$ cat config.mk
export PLATFORM = sky130hd
export DESIGN_NAME = hzd_ctl
export DESIGN_NICKNAME = d
export VERILOG_FILES = /design/src/rtl/hzd_pkg.sv /design/src/rtl/hzd_dep_check.sv /design/src/rtl/hzd_mem_arb.sv /design/src/rtl/hzd_stall_ctl.sv /design/src/rtl/hzd_ctl.sv
export SDC_FILE = /design/constraint.sdc
export NUM_CORES = 1
export LEC_CHECK = 0
export BUFFER_PORTS_ARGS = -buffer_cell sky130_fd_sc_hd__buf_4
export CAP_MARGIN = 40
export CORE_MARGIN = 4
export CORE_UTILIZATION = 39
export CTS_CLUSTER_DIAMETER = 80
export DETAILED_ROUTE_END_ITERATION = 7
export GPL_TIMING_DRIVEN = 0
export MAX_ROUTING_LAYER = met4
export PLACE_DENSITY_LB_ADDON = 0.05
export SKIP_CTS_REPAIR_TIMING = 1
export SLEW_MARGIN = 20
export SYNTH_ARGS = -nofsm -noshare
export SYNTH_HDL_FRONTEND = slang
export SYNTH_SLANG_ARGS = --single-unit
$ cat constraint.sdc
create_clock -name clk -period 6.5 [get_ports clk]
set_input_delay 0.325 -clock clk [delete_from_list [all_inputs] [get_ports clk]]
set_output_delay 0.325 -clock clk [all_outputs]
set_load 0.005 [all_outputs]
$ cat src/rtl/hzd_pkg.sv
package hzd_pkg;

  parameter int ID_W      = 4;
  parameter int NUM_STAGE = 6;

  localparam int S_FI = 0;
  localparam int S_DI = 1;
  localparam int S_CO = 2;
  localparam int S_FO = 3;
  localparam int S_EI = 4;
  localparam int S_WO = 5;

  typedef enum logic [1:0] {
    GNT_NONE = 2'd0,
    GNT_FI   = 2'd1,
    GNT_FO   = 2'd2,
    GNT_WO   = 2'd3
  } mem_gnt_e;

  typedef struct packed {
    logic            valid;
    logic            rd;
    logic            src_mem;
    logic [ID_W-1:0] src;
    logic            wr;
    logic            dst_mem;
    logic [ID_W-1:0] dst;
  } hzd_ins_t;

  // read-after-write between a consumer and an older producer
  function automatic logic raw_dep(hzd_ins_t c, hzd_ins_t p);
    return c.valid && c.rd && p.valid && p.wr && (c.src == p.dst);
  endfunction

  function automatic logic reads_mem(hzd_ins_t e);
    return e.valid && e.rd && e.src_mem;
  endfunction

  function automatic logic writes_mem(hzd_ins_t e);
    return e.valid && e.wr && e.dst_mem;
  endfunction

endpackage

$ cat src/rtl/hzd_dep_check.sv
module hzd_dep_check
  import hzd_pkg::*;
#(
  parameter bit BYPASS = 1'b1
) (
  input  logic     clk,
  input  logic     rst,
  input  hzd_ins_t fo_e,
  input  hzd_ins_t ei_e,
  input  hzd_ins_t wo_e,
  output logic     byp_hit,
  output logic     dep_stall
);

  logic hit_ei;
  logic hit_wo;

  assign hit_ei = raw_dep(fo_e, ei_e);
  assign hit_wo = raw_dep(fo_e, wo_e);

  generate
    if (BYPASS) begin : g_byp
      // newest producer in execute feeds forward; write-back producer still waits
      assign byp_hit   = hit_ei;
      assign dep_stall = hit_wo && !hit_ei;
    end else begin : g_nobyp
      assign byp_hit   = 1'b0;
      assign dep_stall = hit_ei || hit_wo;
    end
  endgenerate

  // a consumer slot with valid cleared never stalls
  a_r9_bubble_no_dep: assert property (@(posedge clk) disable iff (rst)
    !fo_e.valid |-> !dep_stall && !byp_hit);

endmodule

$ cat src/rtl/hzd_mem_arb.sv
module hzd_mem_arb
  import hzd_pkg::*;
(
  input  logic     clk,
  input  logic     rst,
  input  logic     fi_need,
  input  logic     fo_need,
  input  logic     wo_need,
  output logic     gnt_fi,
  output logic     gnt_fo,
  output logic     gnt_wo,
  output mem_gnt_e owner
);

  always_comb begin
    gnt_wo = wo_need;
    gnt_fo = fo_need && !wo_need;
    gnt_fi = fi_need && !fo_need && !wo_need;
    if (gnt_wo)      owner = GNT_WO;
    else if (gnt_fo) owner = GNT_FO;
    else if (gnt_fi) owner = GNT_FI;
    else             owner = GNT_NONE;
  end

  // single port, at most one owner
  a_r4_one_owner: assert property (@(posedge clk) disable iff (rst)
    $onehot0({gnt_fi, gnt_fo, gnt_wo}));

  // write-back write excludes operand read
  a_r5_wo_beats_fo: assert property (@(posedge clk) disable iff (rst)
    wo_need |-> !gnt_fo);

endmodule

$ cat src/rtl/hzd_stall_ctl.sv
module hzd_stall_ctl #(
  parameter int NST = 6
) (
  input  logic           clk,
  input  logic           rst,
  input  logic [NST-1:0] stall_req,
  output logic [NST-1:0] hold,
  output logic [NST-1:0] bubble
);

  logic [NST:0] above;   // above[i]: some stage >= i requests a stall
  assign above[NST] = 1'b0;

  generate
    for (genvar i = NST - 1; i >= 0; i--) begin : g_st
      assign above[i] = above[i+1] || stall_req[i];
      assign hold[i]  = above[i];
      if (i == 0) begin : g_first
        assign bubble[i] = 1'b0;
      end else begin : g_rest
        assign bubble[i] = above[i-1] && !above[i];
      end
      if (i > 0) begin : g_chk
        // a held stage forces all younger stages to hold
        a_r3_hold_chain: assert property (@(posedge clk) disable iff (rst)
          hold[i] |-> hold[i-1]);
      end
    end
  endgenerate

endmodule

$ cat src/rtl/hzd_ctl.sv
module hzd_ctl
  import hzd_pkg::*;
#(
  parameter bit BYPASS = 1'b1
) (
  input  logic            clk,
  input  logic            rst,
  input  logic            in_valid,
  input  logic            in_rd,
  input  logic [ID_W-1:0] in_src,
  input  logic            in_src_mem,
  input  logic            in_wr,
  input  logic [ID_W-1:0] in_dst,
  input  logic            in_dst_mem,
  output logic            in_ready,
  output logic [5:0]      stage_valid,
  output logic [5:0]      stage_hold,
  output logic [5:0]      bubble_ins,
  output logic            byp_sel,
  output logic [1:0]      mem_grant
);

  localparam int NST = NUM_STAGE;

  hzd_ins_t st [NST];
  hzd_ins_t in_e;

  logic           byp_hit, dep_stall;
  logic           fo_mem_req, wo_mem_req, fi_mem_req;
  logic           fo_stall, fi_stall;
  logic           gnt_fi, gnt_fo, gnt_wo;
  mem_gnt_e       owner;
  logic [NST-1:0] stall_req, hold, bubble;

  assign in_e = '{valid: in_valid, rd: in_rd, src_mem: in_src_mem, src: in_src,
                  wr: in_wr, dst_mem: in_dst_mem, dst: in_dst};

  hzd_dep_check #(.BYPASS(BYPASS)) u_dep (
    .clk(clk), .rst(rst), .fo_e(st[S_FO]), .ei_e(st[S_EI]), .wo_e(st[S_WO]),
    .byp_hit(byp_hit), .dep_stall(dep_stall)
  );

  // memory demand per stage; a bypassed or dependence-stalled read does not touch memory
  assign wo_mem_req = writes_mem(st[S_WO]);
  assign fo_mem_req = reads_mem(st[S_FO]) && !byp_hit && !dep_stall;
  assign fo_stall   = st[S_FO].valid && (dep_stall || (fo_mem_req && wo_mem_req));
  assign fi_mem_req = st[S_FI].valid && !fo_stall;

  hzd_mem_arb u_arb (
    .clk(clk), .rst(rst), .fi_need(fi_mem_req), .fo_need(fo_mem_req),
    .wo_need(wo_mem_req), .gnt_fi(gnt_fi), .gnt_fo(gnt_fo), .gnt_wo(gnt_wo),
    .owner(owner)
  );

  assign fi_stall = fi_mem_req && !gnt_fi;

  always_comb begin
    stall_req       = '0;
    stall_req[S_FO] = fo_stall;
    stall_req[S_FI] = fi_stall;
  end

  hzd_stall_ctl #(.NST(NST)) u_stall (
    .clk(clk), .rst(rst), .stall_req(stall_req), .hold(hold), .bubble(bubble)
  );

  generate
    for (genvar i = 0; i < NST; i++) begin : g_reg
      always_ff @(posedge clk) begin
        if (rst) begin
          st[i] <= '0;
        end else if (!hold[i]) begin
          if (i == 0) begin
            st[i] <= in_e;
          end else begin
            st[i]       <= st[i-1];
            st[i].valid <= st[i-1].valid && !bubble[i];
          end
        end
      end
      assign stage_valid[i] = st[i].valid;
    end
  endgenerate

  assign in_ready   = !hold[S_FI];
  assign stage_hold = hold;
  assign bubble_ins = bubble;
  assign byp_sel    = byp_hit;
  assign mem_grant  = owner;

  // nothing valid right after reset
  a_r1_clear_after_reset: assert property (@(posedge clk) disable iff (rst)
    $past(rst) |-> (stage_valid == '0));

  // an operand-fetch stall leaves a cleared slot in execute
  a_r3_fo_bubble: assert property (@(posedge clk) disable iff (rst)
    stage_hold[S_FO] && !stage_hold[S_EI] |=> !stage_valid[S_EI]);

  // a valid fetch that lost the port does not accept input
  a_r4_fetch_loses: assert property (@(posedge clk) disable iff (rst)
    (stage_valid[S_FI] && owner != GNT_FI && owner != GNT_NONE) |-> !in_ready);

  // a held operand-fetch slot keeps its descriptor
  a_r6_fo_kept: assert property (@(posedge clk) disable iff (rst)
    stage_hold[S_FO] |=> st[S_FO] == $past(st[S_FO]));

  // a bypassed operand never holds operand fetch
  a_r7_byp_no_hold: assert property (@(posedge clk) disable iff (rst)
    byp_sel |-> !stage_hold[S_FO]);

  // an empty write-back slot never owns the port
  a_r9_no_empty_wo: assert property (@(posedge clk) disable iff (rst)
    !stage_valid[S_WO] |-> owner != GNT_WO);

endmodule

==> results of run 1 <==
==> area by class of cell <==
cell class,instances,area [um2]
plain buffers,23,188
clock buffers,13,149
clock inverters,3,40.0
fillers,628,3480
inverters,3,11.3
multi-input cells,110,714
flip-flops and latches,66,1840
well taps,96,120
repair buffers,31,253
==> worst paths after layout <==
path         slack (ns)   endpoint  startpoint  cells after the start
max                4.08   in_ready   st[1][22]                      7
min                0.25  st[2][16]         rst                      2
max reg2reg        4.14  st[1][17]   st[1][19]                      7
min reg2reg        0.44  st[2][17]    st[2][4]                      1
==> kinds of logic (layout without fill, tap and decap cells) <==
kind of cell    after synthesis  in the layout  synth area share
compound gates                7              7            0.0316
other cells                   1              6           0.00137
xor+xnor                      8              8            0.0256
buf+inv                      26             73            0.0728
simple gates                 89             89             0.195
flops                        66             66             0.674
==> critical path: cells and delay by family (launching register included) <==
kind	cells	cell delay, ns
and+or+nand+nor	3	0.50
AOI/OAI and AO/OA	1	0.32
DFF	1	0.43
xor gates and xnor gates	1	0.19
buffers and inverters	2	0.33
==> stage by stage <==
| stage | std cells | power (mW) |
|---|---|---|
| after detailed placement | 329 | 0.511 |
| final | 345 | 0.829 |
| after CTS | 345 | 0.839 |
| after global routing | 345 | 0.860 |
| after global placement | 328 | 0.510 |
| after floorplan | 202 | 0.496 |
==> metal layers <==
| metal | GRT usage | up-vias | part of all wire |
|---|---|---|---|
| met3 | 0.0271 | 5 | 0.044 |
| met1 | 0.126 | 692 | 0.46 |
| li1 | - | 748 | - |
| met5 | - | - | 0 |
| met2 | 0.169 | 33 | 0.48 |
| met4 | 0.0594 | 0 | 0.011 |
==> power by group through the flow <==
stage / combinational (mW) / clock [mW] / sequential (mW)
floorplan: 0.0211 / 0 / 0.475
global placement: 0.0341 / 0 / 0.476
detailed placement: 0.0344 / 0 / 0.476
CTS: 0.0345 / 0.337 / 0.467
global route: 0.0376 / 0.354 / 0.468
finish: 0.0336 / 0.328 / 0.467
==> cell usage after synthesis <==
cell type	count	area [um2]
and3_1	14	87.6
dfxtp_1	14	280
nor2_1	3	11.3
nand4_1	2	12.5
a21oi_4	1	16.3
edfxtp_1	52	1560
nand2_2	1	6.26
o31ai_4	1	21.3
or2_1	1	6.26
nor2b_1	13	81.3
buf_6	5	56.3
nor3_1	1	5.00
clkbuf_1	1	3.75
and2_1	40	250
o21ai_1	1	5.00
nor3b_1	1	7.51
buf_4	17	128
nor3_2	1	10.0
or3_1	1	6.26
a22oi_1	2	15.0
nand2_1	6	22.5
xnor2_1	3	26.3
conb_1	1	3.75
inv_1	3	11.3
nand3_1	4	20.0
xor2_1	5	43.8
a31oi_4	1	21.3
nand2b_1	1	6.26
a21o_1	1	7.51
==> layout by cell type, fill, tap and decap left out, drive strengths merged, types with 2 or more instances in the layout <==
master  instances
nor2b          13
a22oi           2
and2           40
clkbuf         14
buf            53
clkinv          2
nand2           7
and3           14
inv             3
dfxtp          14
nor3            2
nor2            3
xnor2           3
conb            6
edfxtp         52
nand3           4
nand4           2
xor2            5
==> flow_metrics.env, run 1 <==
export IMPL_syn_mean_instance_area_um2=13.9
export IMPL_finish_net_count=259
export IMPL_clock_insertion_delay_worst_skew_ns=0.32
export IMPL_worst_endpoint_arrival_ns=2.09
export IMPL_timing_final_crit_share=0.372
export IMPL_antenna_found_initial=0
export IMPL_fp_row_count=30
export IMPL_drtPass1Iterations=4
export IMPL_first_pass_grt_wire_length_um=6710
export IMPL_portBuffers=30
export IMPL_post_route_cell_area_mm2=0.00332
export IMPL_finalCriticalPeriod_ns=2.42
export IMPL_dr_total_vias=1478
export IMPL_worst_slew_pin_slew_ns=0.548
export IMPL_power_leakage_nw=1.50
export IMPL_finalHoldViolCount=0
export IMPL_registers_top_by_ff_count="st"
export IMPL_yosysWarningCount=0
export IMPL_ys_seq_area_frac=0.674
export IMPL_dpl_hpwl_um=2910
export IMPL_irDropWorstVdd_uv=118
export IMPL_flow_area_growth_from_synthesis_pct=21.3
export IMPL_viasPerCell=4.28
export IMPL_top_regs="st (66)"
export IMPL_rsz0062_at_grt="no"
export IMPL_drt_first_iter_violations=49
export IMPL_die_area_mm2=0.00841
export IMPL_drt_wl_total_um=4100
export IMPL_post_route_util=0.488
export IMPL_crit_top_cell="buf_4"
export IMPL_cts_inserted_buffers=9
export IMPL_worst_setup_hold_path_clk_slew_ns=0.06
export IMPL_proportion_of_power_drawn_by_flip_flops_and_latches=0.564
export IMPL_synthesis_area_mm2=0.00273
export IMPL_largest_register_ffs=66
export IMPL_cts_root_to_sink_buffers=2
export IMPL_start_kind="flop"
export IMPL_power_density_cell_area_mw_per_mm2=250
export IMPL_end_kind="primary output"
export IMPL_final_weighted_congestion_of_routability_driven_global_placement=0.719
export IMPL_cts_root_buf="clkbuf_8"
export IMPL_post_route_drc_count=0
export IMPL_finalClockSkew_ns=0.00963
export IMPL_timing_critical_path_slowest_stage_cell="edfxtp_1"
export IMPL_floorplan_initialDensity=0.402
export IMPL_setup_tns_final_ns=0
export IMPL_max_cap_violations=0
export IMPL_critical_path_cell_chain="xor2_1, nor3_2, nand2_2, a31oi_4, buf_4, and2_1, buf_4"
export IMPL_ys_seq_elements=66
export IMPL_grt_util_all_layers=0.107
export IMPL_setup_viol_count_final=0
export IMPL_timing_slew_headroom=0.635
export IMPL_worst_path_fanout_max=10
export IMPL_switching_share=0.190
export IMPL_grt_start_max_net_pins=21
export IMPL_clock_fmax_ghz=0.413
export IMPL_die_height_um=91.7
export IMPL_grt_overflow_total=0
export IMPL_power_report_internal_total_mw=0.671
export IMPL_dieWidth_um=91.7
export IMPL_fin_worst_hold_slack_ns=0.246
export IMPL_final_max_slew_viol_count=0
export IMPL_drive_gt1_frac=0.289
export IMPL_tritoncts="built"
export IMPL_synth_cell_types=29
export IMPL_core_region_area_mm2=0.00679
export IMPL_power_frac_comb=0.041
export IMPL_hold_path_class="primary input to flop"
export IMPL_critical_path_required_ns=6.17
export IMPL_io_pin_count=37
export IMPL_dp_slack_ns=4.08
export IMPL_run_status="complete, no violations"
export IMPL_postLayoutSetupSlackWorst_ns=4.08
export IMPL_pwr_share_clk=0.395
export IMPL_num_antenna_cells=0
export IMPL_critPathKind="flop to primary output"
export IMPL_drt_antenna_violating_nets=0
export IMPL_synthCells=197
export IMPL_post_dp_cell_area_mm2=0.00313
export IMPL_number_of_global_route_vias_before_repair=1423
export IMPL_htree_levels=3
export IMPL_wire_per_inst_um=11.9
export IMPL_p_sw_mw=0.158
export IMPL_clkSinkCount=66
export IMPL_timing_critical_path_slowest_cell_delay_ns=0.43
No activity file was read; power rests on OpenSTA's default activity.
==> run 2: changes to the inputs <==
Clock period 6.5 ns to 2.4 ns, I/O delays scaled along.
==> flow_metrics.env, run 2 (synthesis results as in run 1) <==
export IMPL_grt_util_all_layers=0.108
export IMPL_fp_row_count=30
export IMPL_hold_path_depth=2
export IMPL_num_antenna_cells=0
export IMPL_pwr_share_clk=0.385
export IMPL_drt_wl_total_um=4020
export IMPL_switching_share=0.195
export IMPL_dr_total_vias=1479
export IMPL_proportion_of_power_drawn_by_flip_flops_and_latches=0.574
export IMPL_end_kind="primary output"
export IMPL_finish_net_count=259
export IMPL_cts_root_buf="clkbuf_8"
export IMPL_post_route_drc_count=0
export IMPL_worst_setup_hold_path_clk_slew_ns=0.06
export IMPL_dieWidth_um=91.7
export IMPL_setup_tns_final_ns=0
export IMPL_reg2reg_to="st[0][20]"
export IMPL_postLayoutSetupSlackWorst_ns=0.210
export IMPL_irDropWorstVdd_uv=318
export IMPL_first_pass_grt_wire_length_um=6620
export IMPL_top_regs="st (66)"
export IMPL_worst_slew_pin_slew_ns=0.526
export IMPL_worstReg2RegStart="st[1][19]"
export IMPL_max_cap_violations=0
export IMPL_timing_final_crit_share=0.912
export IMPL_rsz0062_at_grt="no"
export IMPL_largest_register_ffs=66
export IMPL_htree_levels=3
export IMPL_core_region_area_mm2=0.00679
export IMPL_critPathKind="flop to primary output"
export IMPL_finalCriticalPeriod_ns=2.19
export IMPL_tritoncts="built"
export IMPL_io_pin_count=37
export IMPL_viasPerCell=4.29
export IMPL_holdCritStartpoint="rst"
export IMPL_grt_overflow_total=0
export IMPL_setup_viol_count_final=0
export IMPL_regToRegSetupSlack_ns=0.22
export IMPL_hold_path_class="primary input to flop"
export IMPL_clock_insertion_delay_worst_skew_ns=0.32
export IMPL_start_kind="flop"
export IMPL_timing_slew_headroom=0.650
export IMPL_dpl_hpwl_um=2830
export IMPL_final_weighted_congestion_of_routability_driven_global_placement=0.670
export IMPL_critical_path_required_ns=2.28
export IMPL_power_leakage_nw=1.51
export IMPL_whs_endpoint="st[2][15]"
export IMPL_registers_top_by_ff_count="st"
export IMPL_clkSinkCount=66
export IMPL_wire_per_inst_um=11.6
export IMPL_floorplan_initialDensity=0.402
export IMPL_die_height_um=91.7
export IMPL_antenna_found_initial=0
export IMPL_p_sw_mw=0.429
export IMPL_finalHoldViolCount=0
export IMPL_cts_inserted_buffers=9
export IMPL_run_status="complete, no violations"
export IMPL_flow_area_growth_from_synthesis_pct=21.4
export IMPL_cts_root_to_sink_buffers=2
export IMPL_number_of_global_route_vias_before_repair=1358
export IMPL_grt_start_max_net_pins=25
export IMPL_clock_fmax_ghz=0.457
export IMPL_finalClockSkew_ns=0.00436
export IMPL_reg2regPathDepth=7
export IMPL_drt_antenna_violating_nets=0
export IMPL_drt_first_iter_violations=70
export IMPL_drtPass1Iterations=4
export IMPL_drive_gt1_frac=0.293
export IMPL_portBuffers=30
export IMPL_worst_endpoint_arrival_ns=2.07
export IMPL_power_frac_comb=0.041
export IMPL_worst_path_fanout_max=10
export IMPL_final_max_slew_viol_count=0
export IMPL_layout_common_cells="edfxtp_1, buf_4, and2_1"
export IMPL_power_report_internal_total_mw=1.78
export IMPL_layout_commonest_cell="edfxtp_1"
export IMPL_power_density_cell_area_mw_per_mm2=664
export IMPL_dp_slack_ns=0.0291
export IMPL_die_area_mm2=0.00841
run 2: changes by cell type in the layout (fill, tap and decap cells not counted), sizes merged:
| cell | previous run | this run |
|---|---|---|
| clkbuf | 14 | 15 |
| bufinv | 1 | 0 |
run 2: layout make-up:
| type | count | area, um2 |
|---|---|---|
| Buffer | 23 | 188 |
| Fill cell | 619 | 3480 |
| Sequential cell | 66 | 1840 |
| Multi-Input combinational cell | 110 | 721 |
| Timing Repair Buffer | 31 | 253 |
| Tap cell | 96 | 120 |
| Clock inverter | 2 | 10.0 |
| Inverter | 3 | 11.3 |
| Clock buffer | 14 | 174 |
run 2: critical path, cell delays in order (launching register included):
cell	delay, ns
edfxtp_1	0.42
xor2_1	0.19
nor3_2	0.21
nand2_2	0.16
a31oi_4	0.30
buf_4	0.23
and2_1	0.13
buf_4	0.10
run 2: power by group through the flow:
| stage | sequential (mW) | clock, mW | combinational (mW) |
|---|---|---|---|
| floorplan | 1.29 | 0 | 0.0572 |
| global placement | 1.29 | 0 | 0.0924 |
| detailed placement | 1.29 | 0 | 0.0930 |
| CTS | 1.27 | 0.880 | 0.0932 |
| global route | 1.27 | 0.934 | 0.103 |
| finish | 1.27 | 0.848 | 0.0911 |
run 2: worst max path at each step:
| stage | slack [ns] | startpoint | end |
|---|---|---|---|
| 2_1_floorplan | 0.32 | st[1][19] | st[0][13] |
| 3_5_place_dp | 0.03 | st[1][19] | st[0][25] |
| 4_1_cts | 0.007 | st[1][19] | st[1][17] |
| 5_1_grt | 0.07 | st[1][19] | stage_hold[1] |
| 6_report | 0.21 | st[1][22] | in_ready |
| 3_3_place_gp | -0.16 | st[1][19] | st[0][23] |
run 2: layer usage:
layer  routed length (um)  vias to the layer above  GRT usage
li1                     -                      749          -
met1                 1780                      678      0.126
met2                 1900                       41      0.167
met3                  247                       11     0.0361
met4                   91                        0     0.0557
met5                    0                        -          -
run 2: through the flow:
| stage | hold slack (ns) | area, um2 | power (mW) | instances | util |
|---|---|---|---|---|---|
| after floorplan | 0.192 | 2760 | 1.34 | 202 | - |
| after global placement | 0.376 | 3100 | 1.38 | 328 | 0.456 |
| after detailed placement | 0.381 | 3130 | 1.38 | 329 | 0.460 |
| after CTS | 0.0236 | 3310 | 2.24 | 345 | 0.487 |
| after global routing | 0.0319 | 3320 | 2.31 | 345 | 0.488 |
| final | 0.0412 | 3320 | 2.20 | 345 | 0.488 |
